===== src/rtl/homing_pkg.sv =====
package homing_pkg;

    typedef enum logic [2:0] {
        PH_IDLE   = 3'd0,
        PH_LEAD   = 3'd1,
        PH_SWEEP  = 3'd2,
        PH_HOLD   = 3'd3,
        PH_RETURN = 3'd4
    } phase_e;

    localparam int unsigned LEAD_PERIODS = 1;
    localparam int unsigned HOLD_PERIODS = 4;

    localparam logic DIR_FAR  = 1'b0;
    localparam logic DIR_NEAR = 1'b1;

    typedef struct packed {
        phase_e phase;
        logic   busy;
        logic   drive;
        logic   dir;
    } phase_ctl_t;

    function automatic logic primary_dir(input logic [1:0] mode);
        return (mode == 2'b01) ? DIR_NEAR : DIR_FAR;
    endfunction

endpackage


===== src/rtl/homing_period_timer.sv =====
module homing_period_timer #(
    parameter int unsigned PER_W = 16
) (
    input  logic             clk,
    input  logic             rst,
    input  logic             run_i,
    input  logic [PER_W-1:0] period_i,
    output logic             tick_o,
    output logic             first_o
);
    localparam logic [PER_W-1:0] ONE = {{(PER_W-1){1'b0}}, 1'b1};

    logic [PER_W-1:0] cnt_q;
    logic [PER_W-1:0] last_val;

    assign last_val = (period_i == '0) ? '0 : period_i - ONE;
    assign tick_o   = run_i && (cnt_q == last_val);
    assign first_o  = run_i && (cnt_q == '0);

    always_ff @(posedge clk) begin
        if (rst || !run_i) begin
            cnt_q <= '0;
        end else if (tick_o) begin
            cnt_q <= '0;
        end else begin
            cnt_q <= cnt_q + ONE;
        end
    end


    period_range_chk: assert property (@(posedge clk) disable iff (rst)
        run_i |-> (cnt_q <= last_val));

endmodule


===== src/rtl/homing_phase_counter.sv =====
module homing_phase_counter #(
    parameter int unsigned CNT_W = 8
) (
    input  logic             clk,
    input  logic             rst,
    input  logic             run_i,
    input  logic             tick_i,
    input  logic [CNT_W-1:0] len_i,
    output logic             last_o
);
    localparam logic [CNT_W-1:0] ONE = {{(CNT_W-1){1'b0}}, 1'b1};

    logic [CNT_W-1:0] cnt_q;

    assign last_o = tick_i && (cnt_q == len_i - ONE);

    always_ff @(posedge clk) begin
        if (rst || !run_i || last_o) begin
            cnt_q <= '0;
        end else if (tick_i) begin
            cnt_q <= cnt_q + ONE;
        end
    end


    phase_range_chk: assert property (@(posedge clk) disable iff (rst)
        run_i |-> (cnt_q < len_i));

endmodule


===== src/rtl/homing_phase_fsm.sv =====
module homing_phase_fsm
    import homing_pkg::*;
#(
    parameter int unsigned CNT_W = 8
) (
    input  logic             clk,
    input  logic             rst,
    input  logic             en_i,
    input  logic             routine_on_i,
    input  logic             prim_dir_i,
    input  logic [CNT_W-1:0] init_len_i,
    input  logic [CNT_W-1:0] ret_len_i,
    input  logic             phase_last_i,
    output phase_ctl_t       ctl_o,
    output logic             start_o,
    output logic [CNT_W-1:0] len_o
);
    localparam logic [CNT_W-1:0] LEAD_LEN = CNT_W'(LEAD_PERIODS);
    localparam logic [CNT_W-1:0] HOLD_LEN = CNT_W'(HOLD_PERIODS);
    localparam logic [CNT_W-1:0] ONE      = {{(CNT_W-1){1'b0}}, 1'b1};

    phase_e state_q, state_d;
    logic   en_q;

    assign start_o = en_i && !en_q && routine_on_i && (state_q == PH_IDLE);

    always_comb begin
        state_d = state_q;
        unique case (state_q)
            PH_IDLE:   if (start_o)      state_d = PH_LEAD;
            PH_LEAD:   if (phase_last_i) state_d = PH_SWEEP;
            PH_SWEEP:  if (phase_last_i) state_d = PH_HOLD;
            PH_HOLD:   if (phase_last_i) state_d = PH_RETURN;
            PH_RETURN: if (phase_last_i) state_d = PH_IDLE;
            default:                     state_d = PH_IDLE;
        endcase
        if (state_q != PH_IDLE && !en_i) begin
            state_d = PH_IDLE;
        end
    end

    always_ff @(posedge clk) begin
        if (rst) begin
            state_q <= PH_IDLE;
            en_q    <= 1'b0;
        end else begin
            state_q <= state_d;
            en_q    <= en_i;
        end
    end

    always_comb begin
        unique case (state_q)
            PH_LEAD:   len_o = LEAD_LEN;
            PH_SWEEP:  len_o = init_len_i;
            PH_HOLD:   len_o = HOLD_LEN;
            PH_RETURN: len_o = ret_len_i;
            default:   len_o = ONE;
        endcase
    end

    always_comb begin
        ctl_o.phase = state_q;
        ctl_o.busy  = (state_q != PH_IDLE);
        ctl_o.drive = (state_q == PH_SWEEP) || (state_q == PH_RETURN);
        if (state_q == PH_SWEEP) begin
            ctl_o.dir = prim_dir_i;
        end else if (state_q == PH_RETURN) begin
            ctl_o.dir = ~prim_dir_i;
        end else begin
            ctl_o.dir = DIR_FAR;
        end
    end


    abort_clears_chk: assert property (@(posedge clk) disable iff (rst)
        (ctl_o.busy && !en_i) |=> !ctl_o.busy);


    routine_off_chk: assert property (@(posedge clk) disable iff (rst)
        (en_i && !en_q && !routine_on_i && !ctl_o.busy) |=> !ctl_o.busy);


    sweep_to_hold_chk: assert property (@(posedge clk) disable iff (rst)
        (state_q == PH_SWEEP && phase_last_i && en_i) |=> (state_q == PH_HOLD));


    return_ends_chk: assert property (@(posedge clk) disable iff (rst)
        (state_q == PH_RETURN && phase_last_i) |=> !ctl_o.busy);


    start_busy_chk: assert property (@(posedge clk) disable iff (rst)
        start_o |=> (state_q == PH_LEAD));

endmodule


===== src/rtl/homing_seq.sv =====
module homing_seq
    import homing_pkg::*;
#(
    parameter int unsigned PER_W = 16,
    parameter int unsigned CNT_W = 8
) (
    input  logic             clk,
    input  logic             rst,
    input  logic             en_i,
    input  logic             routine_on_i,
    input  logic [1:0]       mode_i,
    input  logic [PER_W-1:0] step_clks_i,
    input  logic [CNT_W-1:0] init_steps_i,
    input  logic [CNT_W-1:0] ret_steps_i,
    output logic             busy_o,
    output logic             step_o,
    output logic             dir_o
);
    localparam logic [CNT_W-1:0] ONE = {{(CNT_W-1){1'b0}}, 1'b1};

    logic [1:0]       mode_q;
    logic [PER_W-1:0] per_q;
    logic [CNT_W-1:0] init_q, ret_q;
    logic [CNT_W-1:0] init_eff, ret_eff, len;
    logic             start, tick, first, last;
    phase_ctl_t       ctl;

    always_ff @(posedge clk) begin
        if (rst) begin
            mode_q <= 2'b00;
            per_q  <= '0;
            init_q <= '0;
            ret_q  <= '0;
        end else if (start) begin
            mode_q <= mode_i;
            per_q  <= step_clks_i;
            init_q <= init_steps_i;
            ret_q  <= ret_steps_i;
        end
    end

    assign init_eff = (init_q == '0) ? ONE : init_q;
    assign ret_eff  = (ret_q == '0) ? ONE : ret_q;

    homing_phase_fsm #(.CNT_W(CNT_W)) u_fsm (
        .clk          (clk),
        .rst          (rst),
        .en_i         (en_i),
        .routine_on_i (routine_on_i),
        .prim_dir_i   (primary_dir(mode_q)),
        .init_len_i   (init_eff),
        .ret_len_i    (ret_eff),
        .phase_last_i (last),
        .ctl_o        (ctl),
        .start_o      (start),
        .len_o        (len)
    );

    homing_period_timer #(.PER_W(PER_W)) u_timer (
        .clk      (clk),
        .rst      (rst),
        .run_i    (ctl.busy),
        .period_i (per_q),
        .tick_o   (tick),
        .first_o  (first)
    );

    homing_phase_counter #(.CNT_W(CNT_W)) u_count (
        .clk    (clk),
        .rst    (rst),
        .run_i  (ctl.busy),
        .tick_i (tick),
        .len_i  (len),
        .last_o (last)
    );

    assign busy_o = ctl.busy;
    assign step_o = ctl.drive && first;
    assign dir_o  = ctl.dir;


    step_in_busy_chk: assert property (@(posedge clk) disable iff (rst)
        step_o |-> busy_o);


    cfg_hold_chk: assert property (@(posedge clk) disable iff (rst)
        (busy_o && $past(busy_o)) |-> ($stable(per_q) && $stable(mode_q)));


    dir_steady_chk: assert property (@(posedge clk) disable iff (rst)
        (ctl.drive && ctl.phase == $past(ctl.phase)) |-> $stable(dir_o));

endmodule


===== config.mk =====
export PLATFORM = sky130hd
export DESIGN_NAME = homing_seq
export DESIGN_NICKNAME = d
export VERILOG_FILES = /design/src/rtl/homing_pkg.sv /design/src/rtl/homing_period_timer.sv /design/src/rtl/homing_phase_counter.sv /design/src/rtl/homing_phase_fsm.sv /design/src/rtl/homing_seq.sv
export SDC_FILE = /design/constraint.sdc
export NUM_CORES = 1
export LEC_CHECK = 0
export CAP_MARGIN = 20
export CORE_ASPECT_RATIO = 0.7
export CORE_MARGIN = 2
export CORE_UTILIZATION = 30
export DETAILED_ROUTE_END_ITERATION = 8
export DONT_BUFFER_PORTS = 1
export REMOVE_ABC_BUFFERS = 1
export SLEW_MARGIN = 20
export SYNTH_ARGS = -nofsm -noshare
export SYNTH_HDL_FRONTEND = slang
export SYNTH_SLANG_ARGS = --single-unit

===== constraint.sdc =====
create_clock -name clk -period 4.7 [get_ports clk]
set_clock_uncertainty 0.15 [all_clocks]
set_input_delay 0.705 -clock clk [delete_from_list [all_inputs] [get_ports clk]]
set_output_delay 0.705 -clock clk [all_outputs]
set_load 0.01 [all_outputs]

==> results.md, run 1 <==
* Via count at 3622
* Crit path capture type: flip-flop
* # DRC at 0
* Row cnt at 34
* Commonest non-fill, non-tap cell in the layout: nand2_1
* Synthesis-stage register bit count at between 60 and 70
* Worst-margin pin slew at 0.7991 ns
* Max cap viols at 0
* Post-place instance area at approximately 4000 um^2
* Distinct cells, synth at 61
* Skew-Pair Late Insertion Delay at roughly 0.34 ns
* CTS H-Tree Depth at 3
* Maximum VDD drop at 0.0001788 V
* Post-CTS setup buffers at 0
* Layout cells sized above 1 at 0.06535
* Total GRT Usage at 0.1492
* Die ar. at 13860 um^2
* Seq pwr share at 0.391
* Routed vias/inst at 5.430
* RSZ-0062 raised after global routing: false
* Avg WL per Cell at 15.07 um
* Vias in the first global route at 3299
* Die H at 99.12 um
* Largest net degree at the start of global routing at 38
* PortBufs at 0
* Register Area at around 1200 um^2
* NetSw at 403.3 uW
* Detailed Routing Iterations Pass 1 at 5
* Final setup fails at 0
* Main synth FF type: dfxtp_1
* Final wirelength at around 10000 um
* R2r worst-path depth at 13
* Hold crit path type: input port to flip-flop
* Final Max Tran Viols at 0
* Die width at 139.9 um
* Asr flop ratio synth at 0
* CTS Root Cell: clkbuf_16
* Ys Warns at 0
* Core Box Area at 12510 um^2
* Synthesized area per cell at around 7.4 um^2
* Fmax at 0.2413 GHz
* First-pass GRT wire length at 16570 um
* Worst hold path stage count at 1
* N_diodes at 0
* CTS Hold Bufs at 0
* Clock power share at 0.463
* P&R area growth vs syn at 10.00%
* Synth Cell Area at ~3900 um^2
* Clk slew on worst S/H paths at 0.06 ns
* Worst path required time at 4.80 ns
* Crit-path max FO at 20
* Grt total ovfl at 0
* Post-CTS resize count at 0
* Io pins at 41
* Synth Instances at 522
* Status: finished, final reports clean
* Worst setup path category: flip-flop to flip-flop
* LEAKAGE at 0.001407 uW
* Design Area, Final at 4265 um^2
* Sequential area share after synthesis at 0.3201
* CP startpoint kind: flip-flop
* Most frequent cells in the layout: nand2_1 (90), dfxtp_1 (62), nor2_1 (47)
* Post-route ant nets at 0
* Power per cell area at 336.8 nW/um^2
* Multi-input gate area at ~2400 um^2
* GPL Wtd Cong at approximately 0.92
* Final Net Count at 544
* Switching share of total power at 0.2808
* EDFF count, synth at 0
* Rel. slew slack at 0.4661
* Final hold slack at 0.2771 ns
* Logic pwr share at 0.146
* Clock Sink Count at 62
* Minimum clock period at 4.145 ns
* Internal at 1033 uW
* Initial Util at 0.3100
* Initial antenna violation count at 0
* TritonCTS clock tree: built
* Clock Path Buffers at 2
* Tcrit/Tclk final at 0.8819
* Num CTS Buffers at 9
* DR iter-0 viols at between 200 and 300
* HPWL after DPL at roughly 7500 um
* TNS Setup at 0 ns
* Crit path DAT at ~4.2 ns
* Fill count at 1360
* Final hold vios at 0
-- path summary, 6_finish.rpt --
path	startpoint	endpoint	slack, ns
setup / recovery	u_fsm.state_q[0]	u_fsm.state_q[0]	0.56
hold / removal	rst	init_q[3]	0.28
setup reg to reg	u_fsm.state_q[0]	u_fsm.state_q[0]	0.56
hold reg to reg	mode_q[0]	mode_q[0]	0.30
-- metrics by stage --
stage / std cells / utilization / power (uW) / setup WS [ns]
4_1_cts: 667 / 0.3404 / 1447 / 0.6009
3_5_place_dp: 651 / 0.3165 / 778.4 / 0.6323
6_report: 667 / 0.3410 / 1437 / 0.5551
5_1_grt: 667 / 0.3410 / 1505 / 0.1846
2_1_floorplan: 488 / - / 730.6 / 1.059
3_3_place_gp: 651 / 0.3165 / 776.3 / 0.8380
-- final cells by class --
| class | instances | share of cell area |
|---|---|---|
| Clock buffer | 9 | 0.05280 |
| Sequential cell | 62 | 0.2910 |
| Inverter | 18 | 0.01584 |
| Timing Repair Buffer | 1 | 0.001760 |
| Multi-Input combinational cell | 408 | 0.5738 |
| Tap cell | 162 | 0.04752 |
| Clock inverter | 7 | 0.01731 |
-- cells by family after synthesis --
family	share of synthesized area
and+or+nand+nor	0.3224
AOI/OAI and AO/OA	0.1756
DFF	0.3201
buffers and inverters	0.05195
xor gates and xnor gates	0.09390
adders and majority gates	0.01936
muxes	0.01678
-- worst max-delay path, stage by stage, from the launching register on --
cell       delay (ns)
dfxtp_1          0.72
inv_1            0.29
a221oi_1         0.42
or2_2            0.21
ha_1             0.18
inv_1            0.05
a221o_1          0.26
or3_1            0.35
nor3_1           0.20
a41oi_1          0.08
a211o_1          0.31
nor4_1           0.42
a2111oi_0        0.15
a211oi_1         0.26
-- power by group through the flow --
| stage | Sequential [uW] | Clock [uW] | Combinational (uW) |
|---|---|---|---|
| finish | 562 | 665 | 210 |
| global route | 564 | 705 | 236 |
| CTS | 561 | 680 | 207 |
| detailed placement | 572 | 0 | 206 |
| global placement | 572 | 0 | 204 |
| floorplan | 566 | 0 | 165 |
-- registers in the layout, indices dropped and copies added (netlist names) --
name	flops
per_q	16
u_timer.cnt_q	16
init_q	8
ret_q	8
u_count.cnt_q	8
u_fsm.state_q	3
mode_q	2
u_fsm.en_q	1
-- Yosys cell counts, types with 10 or more instances --
cell type,count,area [um^2]
nand2_1,90,337.8
dfxtp_1,62,1241
nor2_1,47,176.4
a21oi_1,43,215.2
clkbuf_1,29,108.9
xnor2_1,22,192.7
inv_1,18,67.56
nor3_1,18,90.09
xor2_1,17,148.9
nand3_1,16,80.08
o21ai_0,16,80.08
nor4_1,13,81.33
nor2b_1,10,62.56
-- layer usage --
layer | global-route usage | up-vias | wire (um)
met2 | 0.1955 | 112 | 3880
li1 | - | 1799 | -
met3 | 0.04478 | 11 | 690
met4 | 0.05846 | 0 | 135
met1 | 0.2246 | 1700 | 5349
met5 | 0 | - | 0
Note: power is estimated with default switching activity, not from simulation.
==> run 2, diff against run 1 <==
==> constraint.sdc (replaced) <==
create_clock -name clk -period 4.4 [get_ports clk]
set_clock_uncertainty 0.15 [all_clocks]
set_input_delay 1.32 -clock clk [delete_from_list [all_inputs] [get_ports clk]]
set_output_delay 1.32 -clock clk [all_outputs]
set_load 0.01 [all_outputs]
==> results.md, run 2 (same netlist as run 1, synthesis figures left out) <==
* Fill count at 1338
* LEAKAGE at 0.001436 uW
* Fmax at 0.2527 GHz
* Cell Chain, Critical Path: or4b_2 -> a21oi_1 -> or2_2 -> ha_1 -> inv_1 -> a221o_1 -> or3_1 -> nor3_1 -> a41oi_1 -> a211o_1 -> nor4_1 -> a2111oi_0 -> a211oi_1
* Register Area at between 1000 and 1500 um^2
* # DRC at 0
* Clock Sink Count at 62
* Initial antenna violation count at 0
* HPWL after DPL at 7763 um
* Clock Path Buffers at 2
* Post-CTS resize count at 0
* CP startpoint kind: flip-flop
* R2r setup slk at 0.44 ns
* Die H at 99.12 um
* Via count at 3660
* Total GRT Usage at 0.1546
* Crit path DAT at between 4 and 5 ns
* Final hold slack at 0.3044 ns
* Routed vias/inst at 5.463
* Worst path required time at approximately 4.5 ns
* TritonCTS clock tree: built
* Worst-margin pin slew at 1.056 ns
* Worst hold path stage count at 2
* Tcrit/Tclk final at 0.8993
* Minimum clock period at a little under 4 ns
* Status: finished, final reports clean
* N_diodes at 0
* Row cnt at 34
* Avg WL per Cell at 15.43 um
* Setup WS post-layout at 0.4431 ns
* Worst setup path category: flip-flop to flip-flop
* Hold crit path type: flip-flop to flip-flop
* Max cap viols at 0
* Multi-input gate area at approximately 2400 um^2
* Skew-Pair Late Insertion Delay at around 0.33 ns
* CTS Root Cell: clkbuf_16
* Num CTS Buffers at 9
* Most frequent cells in the layout: nand2_1 (90), dfxtp_1 (62), nor2_1 (47)
* CTS Hold Bufs at 0
* Vias in the first global route at 3379
* First-pass GRT wire length at between 15000 and 20000 um
* Top flop regs: per_q (16), u_timer.cnt_q (16)
* Post-Place Worst Slack at 0.4827 ns
* Final wirelength at 10340 um
* PortBufs at 0
* Die width at 139.9 um
* Final Net Count at 547
* Final hold vios at 0
* Clk slew on worst S/H paths at 0.06 ns
* Largest net degree at the start of global routing at 38
* Fin util at 0.3428
* Maximum VDD drop at 0.0003503 V
* Worst stage delay on the critical path at 0.63 ns
* Initial Util at 0.3100
* DR iter-0 viols at approximately 220
* RSZ-0062 raised after global routing: false
* R2r worst-path depth at 13
* Post-CTS setup buffers at 0
* P&R area growth vs syn at 10.58%
* Final setup fails at 0
* Layout cells sized above 1 at 0.06890
* Commonest non-fill, non-tap cell in the layout: nand2_1
* Crit path capture type: flip-flop
* GPL Wtd Cong at between 0.9 and 1
* Grt total ovfl at 0
* Rel. slew slack at 0.2958
* Die ar. at 13860 um^2
* Detailed Routing Iterations Pass 1 at 5
* Worst path slowest cell: or4b_2
* Core Box Area at 12510 um^2
* CTS H-Tree Depth at 3
* Post-route ant nets at 0
* Final Max Tran Viols at 0
* Crit-path max FO at 11
* Power per cell area at approximately 360 nW/um^2
* Io pins at 41
* TNS Setup at 0 ns
-- run 2: cell count changes in the layout (fill, tap and decap cells not counted) --
| cell | change |
|---|---|
| clkinv_2 | -1 |
| or3_1 | +1 |
| buf_4 | +3 |
| nor3_2 | +1 |
| inv_6 | +2 |
| nor3_4 | -1 |
| clkinvlp_4 | -3 |
| or3_2 | -1 |
| clkinv_4 | +2 |
-- run 2: worst paths after layout --
check                           to             start
hold reg to reg          mode_q[0]         mode_q[0]
hold / removal           mode_q[0]         mode_q[0]
setup / recovery  u_fsm.state_q[0]  u_fsm.state_q[2]
setup reg to reg  u_fsm.state_q[0]  u_fsm.state_q[2]
-- run 2: per-stage QoR --
step                      cell area (um^2)  power (uW)  cells
after floorplan                       3744       780.5    488
after global placement                3981       834.1    654
after detailed placement              3981       836.1    654
after CTS                             4288        1563    670
after global routing                  4288        1622    670
final                                 4288        1554    670
-- run 2: layer usage --
| metal | global-route usage | vias up | part of all wire |
|---|---|---|---|
| li1 | - | 1809 | - |
| met1 | 0.2311 | 1704 | 0.52 |
| met2 | 0.2105 | 130 | 0.39 |
| met3 | 0.04622 | 17 | 0.077 |
| met4 | 0.04846 | 0 | 0.018 |
| met5 | 0 | - | 0 |
-- run 2: final cells by class --
class / count / share of cell area
clock buffer: 9 / 0.05252
sequential: 62 / 0.2895
inverter: 18 / 0.01576
clock inverter: 7 / 0.01897
multi-input combinational: 408 / 0.5690
tap: 162 / 0.04727
timing repair buffer: 4 / 0.007003
-- run 2: worst max-delay path, delay by kind of cell, from the launching register on --
| kind | cells | cell delay [ns] |
|---|---|---|
| DFF | 1 | 0.49 |
| and+or+nand+nor | 5 | 1.77 |
| buffers and inverters | 1 | 0.05 |
| AOI/OAI and AO/OA | 6 | 1.25 |
| adders and majority gates | 1 | 0.19 |
-- run 2: where the power goes --
group	internal (uW)	total, uW	leakage, uW	switching, uW
Clock	446	726	0.000147	280
Combinational	89.6	230	0.000786	140
Sequential	577	598	0.000503	21.2
